--- src/rtl/cnt_pkg.sv ---
package cnt_pkg;

    typedef enum logic [1:0] {
        OP_HOLD  = 2'd0,
        OP_COUNT = 2'd1,
        OP_LOAD  = 2'd2,
        OP_CLEAR = 2'd3
    } cnt_op_e;

    typedef struct packed {
        logic en_p;
        logic en_t;
        logic load_n;
        logic clear_n;
    } cnt_ctl_t;

    function automatic logic both_enabled(cnt_ctl_t c);
        return c.en_p & c.en_t;
    endfunction

    // clear (only while stopped) > load > count > hold
    function automatic cnt_op_e pick_op(cnt_ctl_t c);
        cnt_op_e op;
        if (!c.clear_n && !both_enabled(c))
            op = OP_CLEAR;
        else if (!c.load_n)
            op = OP_LOAD;
        else if (both_enabled(c))
            op = OP_COUNT;
        else
            op = OP_HOLD;
        return op;
    endfunction

endpackage

--- src/rtl/cnt_op_decode.sv ---
module cnt_op_decode
    import cnt_pkg::*;
(
    input  cnt_ctl_t ctl,
    output cnt_op_e  op
);
    always_comb begin
        op = pick_op(ctl);
    end
endmodule

--- src/rtl/cnt_range_wrap.sv ---
module cnt_range_wrap #(
    parameter int WIDTH       = 4,
    parameter int RANGE_START = 3,
    parameter int RANGE_TERM  = 13
) (
    input  logic             range_en,
    input  logic [WIDTH-1:0] cur,
    input  logic             ext_load_n,
    input  logic [WIDTH-1:0] ext_data,
    output logic             eff_load_n,
    output logic [WIDTH-1:0] eff_data
);
    localparam logic [WIDTH-1:0] START_V = RANGE_START[WIDTH-1:0];
    localparam logic [WIDTH-1:0] TERM_V  = RANGE_TERM[WIDTH-1:0];

    logic term_hit;

    always_comb begin
        term_hit   = range_en && (cur == TERM_V);
        eff_load_n = ext_load_n & ~term_hit;
        // an external load keeps its own data
        eff_data   = !ext_load_n ? ext_data : START_V;
    end
endmodule

--- src/rtl/cnt_stage.sv ---
module cnt_stage
    import cnt_pkg::*;
#(
    parameter int WIDTH = 4
) (
    input  logic             clk,
    input  logic             rst,
    input  cnt_op_e          op,
    input  logic [WIDTH-1:0] data,
    input  logic             en_t,
    output logic [WIDTH-1:0] q,
    output logic             rco
);
    localparam logic [WIDTH-1:0] ALL_ONES = {WIDTH{1'b1}};

    always_ff @(posedge clk) begin
        if (rst) begin
            q <= '0;
        end else begin
            unique case (op)
                OP_CLEAR: q <= '0;
                OP_LOAD:  q <= data;
                OP_COUNT: q <= q + 1'b1;
                default:  q <= q;
            endcase
        end
    end

    always_comb begin
        rco = en_t && (q == ALL_ONES);
    end
endmodule

--- src/rtl/loadable_up_counter.sv ---
module loadable_up_counter
    import cnt_pkg::*;
#(
    parameter int WIDTH       = 4,
    parameter int RANGE_START = 3,
    parameter int RANGE_TERM  = 13
) (
    input  logic             clk,
    input  logic             rst,
    input  logic             en_p,
    input  logic             en_t,
    input  logic             load_n,
    input  logic             clear_n,
    input  logic [WIDTH-1:0] load_data,
    input  logic             range_en,
    output logic [WIDTH-1:0] count,
    output logic             rco
);
    cnt_ctl_t         ctl;
    cnt_op_e          op;
    logic             eff_load_n;
    logic [WIDTH-1:0] eff_data;
    logic [WIDTH-1:0] q;

    cnt_range_wrap #(
        .WIDTH      (WIDTH),
        .RANGE_START(RANGE_START),
        .RANGE_TERM (RANGE_TERM)
    ) u_wrap (
        .range_en  (range_en),
        .cur       (q),
        .ext_load_n(load_n),
        .ext_data  (load_data),
        .eff_load_n(eff_load_n),
        .eff_data  (eff_data)
    );

    always_comb begin
        ctl.en_p    = en_p;
        ctl.en_t    = en_t;
        ctl.load_n  = eff_load_n;
        ctl.clear_n = clear_n;
    end

    cnt_op_decode u_dec (
        .ctl(ctl),
        .op (op)
    );

    cnt_stage #(.WIDTH(WIDTH)) u_stage (
        .clk (clk),
        .rst (rst),
        .op  (op),
        .data(eff_data),
        .en_t(en_t),
        .q   (q),
        .rco (rco)
    );

    assign count = q;
endmodule

--- config.mk ---
export PLATFORM = sky130hd
export DESIGN_NAME = loadable_up_counter
export DESIGN_NICKNAME = d
export VERILOG_FILES = /design/src/rtl/cnt_pkg.sv /design/src/rtl/cnt_op_decode.sv /design/src/rtl/cnt_range_wrap.sv /design/src/rtl/cnt_stage.sv /design/src/rtl/loadable_up_counter.sv
export SDC_FILE = /design/constraint.sdc
export NUM_CORES = 1
export LEC_CHECK = 0
export BUFFER_PORTS_ARGS = -buffer_cell sky130_fd_sc_hd__buf_2
export CAP_MARGIN = 20
export CORE_AREA = 8 8 45 47
export DETAILED_ROUTE_END_ITERATION = 12
export DIE_AREA = 0 0 53 55
export PLACE_DENSITY = 0.62
export SYNTH_ARGS = -nofsm -noshare
export SYNTH_HDL_FRONTEND = slang
export SYNTH_SLANG_ARGS = --single-unit
--- constraint.sdc ---
create_clock -name clk -period 5.51 [get_ports clk]
set_input_delay 1.102 -clock clk [delete_from_list [all_inputs] [get_ports clk]]
set_output_delay 1.102 -clock clk [all_outputs]
set_load 0.02 [all_outputs]
==> key figures <==
Routing
  – Vias per cell: 4.76
  – Post-Route WL: 911 um
  – Number of DRC markers in iteration 0: 14
  – DRC: 0
  – DR vias: 362
  – Wire per inst: around 12 um
  – Pre-Repair DR Iteration Count: 3
  – Antenna viol nets, final: 0

CTS
  – Root Driver: clkbuf_4
  – Number of setup buffers added after CTS: 0
  – Num CTS Buffers: 3
  – CTS resizes: 0
  – CTS tree: yes
  – Worst-path clk slew: about 0.040 ns
  – CTS sink count: 4
  – Clock Latency Late Sink: around 0.23 ns
  – Htree depth: 1
  – # hold bufs at CTS: 0
  – CTS max path bufs: 2

Flow run
  – # Max-Cap Violations: 0

Critical path
  – R2r setup slk: between 3 and 4 ns
  – Worst setup SP type: input pin
  – Reg2reg start: u_stage.q[0]
  – Critical Path RT: 4.41 ns
  – WP data arrival: 1.55 ns
  – Max Fanout on Critical Path: 3
  – RR Endpoint: u_stage.q[3]
  – Kind of critical path: in2out
  – FF-to-FF path depth: 7
  – Setup crit end kind: output port

Die
  – Die W: between 50 and 60 um
  – Rows: 14
  – Die height: 55 um
  – Initial core utilization: 0.268
  – IO Pins: 16
  – Core footprint: approximately 0.0014 sq mm
  – Die ar.: slightly below 0.003 sq mm

Yosys
  – Synthesized area per cell: between 8 and 9 sq um
  – Cells after Synth: 43
  – FFs w/ async S/R, synth: 0
  – Yosys cell types: 24
  – Syn_nets: 59
  – Synth top area share: 0.216
  – Ys flop type: dfxtp_1
  – Synthesized area: approximately 370 sq um
  – Cells taking the most area after synthesis: dfxtp_1 22%, ha_1 17%, nand2_1 5.1%
  – Sequential area share after synthesis: 0.216
  – Synth warnings: 0
  – Post-synth top area cell: dfxtp_1
  – Post-synth EDFFs: 0
  – Yosys reg bits: 4

Cells and area
  – Number of nets in the final layout: slightly below 80
  – P&R area growth vs syn: 30.4%
  – Layout Utilization: 0.349
  – Biggest registers after layout: u_stage.q: 4 flops
  – Ant diodes: 0
  – Layout fillers: around 150
  – Final Non-Filler Cells: 76
  – Fraction of layout cells with a size suffix above 1: 0.383
  – Max reg flops: 4
  – Fin area: 483 sq um
  – Largest Register: u_stage.q

STA
  – Slew @ Worst Pin: between 0.2 and 0.3 ns
  – Fin Setup TNS: 0 ns
  – Final setup viols: 0
  – RSZ-0062 raised after global routing: false
  – Hold Fails Final Rpt: 0
  – Relative slew slack: 0.807
  – Fin worst setup slack: about 2.9 ns
  – Final Slew Violations: 0
  – Fin Clk Skew: about 0.0044 ns
  – Max Clock Freq: 377 MHz
  – Final period utilization: 0.481
  – Hold WS: 0.522 ns
  – Min Tclk post-route: ~2.6 ns

Min path
  – Hold_sp: u_stage.q[1]
  – Worst Hold Class: reg2reg
  – Worst Hold End: u_stage.q[1]
  – Hold Crit Depth: 2

GRT
  – Global-route wire length before repair: ~1400 um
  – Vias in the first global route: roughly 340
  – Pin count of the biggest net entering global routing: 10
  – Initial antenna violation count: 0
  – Grt ovf: 0
  – Gr usage total: 0.0656

Power and ir drop
  – Pwr/cell area: 188 mW/mm^2
  – Int Power: between 0.06 and 0.07 mW
  – Worst vdd ir: 0.0612 mV
  – Clk pwr share: 0.385
  – Sequential share of power: 0.354
  – Switching pwr: between 0.02 and 0.025 mW
  – P_leak: between 0.2 and 0.25 nW
  – Comb power frac: 0.261
  – Switching Share: 0.270
  – Pwr Total: 0.0910 mW

Outcome
  – Outcome: completed

Place
  – Routability cong.: 0.770
  – Post-DP HPWL: approximately 750 um
  – Setup WS pre-CTS: approximately 2.7 ns
  – DP Area: 460 sq um
  – IO buf count: 15
  – Placed cell count: between 70 and 80
[cell type report]
type / count / area, sq um / area share
timing repair buffer: 15 / 75.1 / 0.155
inverter: 3 / 11.3 / 0.0233
tap: 16 / 20.0 / 0.0415
multi-input combinational: 35 / 274 / 0.567
clock buffer: 3 / 22.5 / 0.0466
sequential: 4 / 80.1 / 0.166
[layer usage]
layer  track usage  part of all wire  up-vias
li1              -                 -      194
met1        0.0714              0.44      156
met2         0.102              0.43       12
met3        0.0241              0.13        0
met4        0.0517                 0        0
met5             0                 0        -
[logic make-up after synthesis]
kind of cell	count (synthesis)	synth area share
xor+xnor	1	0.0237
simple gates	18	0.318
fa+ha+maj	5	0.169
compound gates	11	0.230
buf+inv	4	0.0439
flops	4	0.216
[cell usage after synthesis, types with 2 or more instances]
cell,number
a21oi_1,3
ha_1,5
inv_1,3
a211o_1,2
dfxtp_1,4
nand2_1,5
o21ai_0,2
nand2b_1,3
[worst max-delay path, stage by stage]
cell    delay [ns]
buf_2         0.11
and4_1        0.18
buf_2         0.15
[power by group through the flow]
stage,logic (mW),registers [mW],clock network [mW]
finish,0.0237,0.0322,0.0350
global route,0.0266,0.0324,0.0380
CTS,0.0240,0.0323,0.0374
detailed placement,0.0238,0.0327,0
global placement,0.0238,0.0326,0
floorplan,0.0141,0.0340,0
[worst max-delay path by stage]
stage | from | to
6_report | en_t | rco
5_1_grt | en_t | rco
4_1_cts | en_t | rco
3_5_place_dp | range_en | u_stage.q[3]
3_3_place_gp | range_en | u_stage.q[3]
2_1_floorplan | range_en | u_stage.q[3]
[layout by cell type, fill, tap and decap left out, drive strengths merged]
cell,n
buf,15
or4,1
a2bb2oi,1
nand2b,4
nand2,5
inv,3
a41oi,1
dfxtp,4
or2,1
o22ai,1
or3,1
o21ai,2
a211o,2
clkbuf,3
ha,5
or4b,1
and4,1
a21oi,3
xor2,1
nand3,1
nand4,1
a41o,1
nor2,1
nand4b,1
Power figures use the tool's default switching activity.
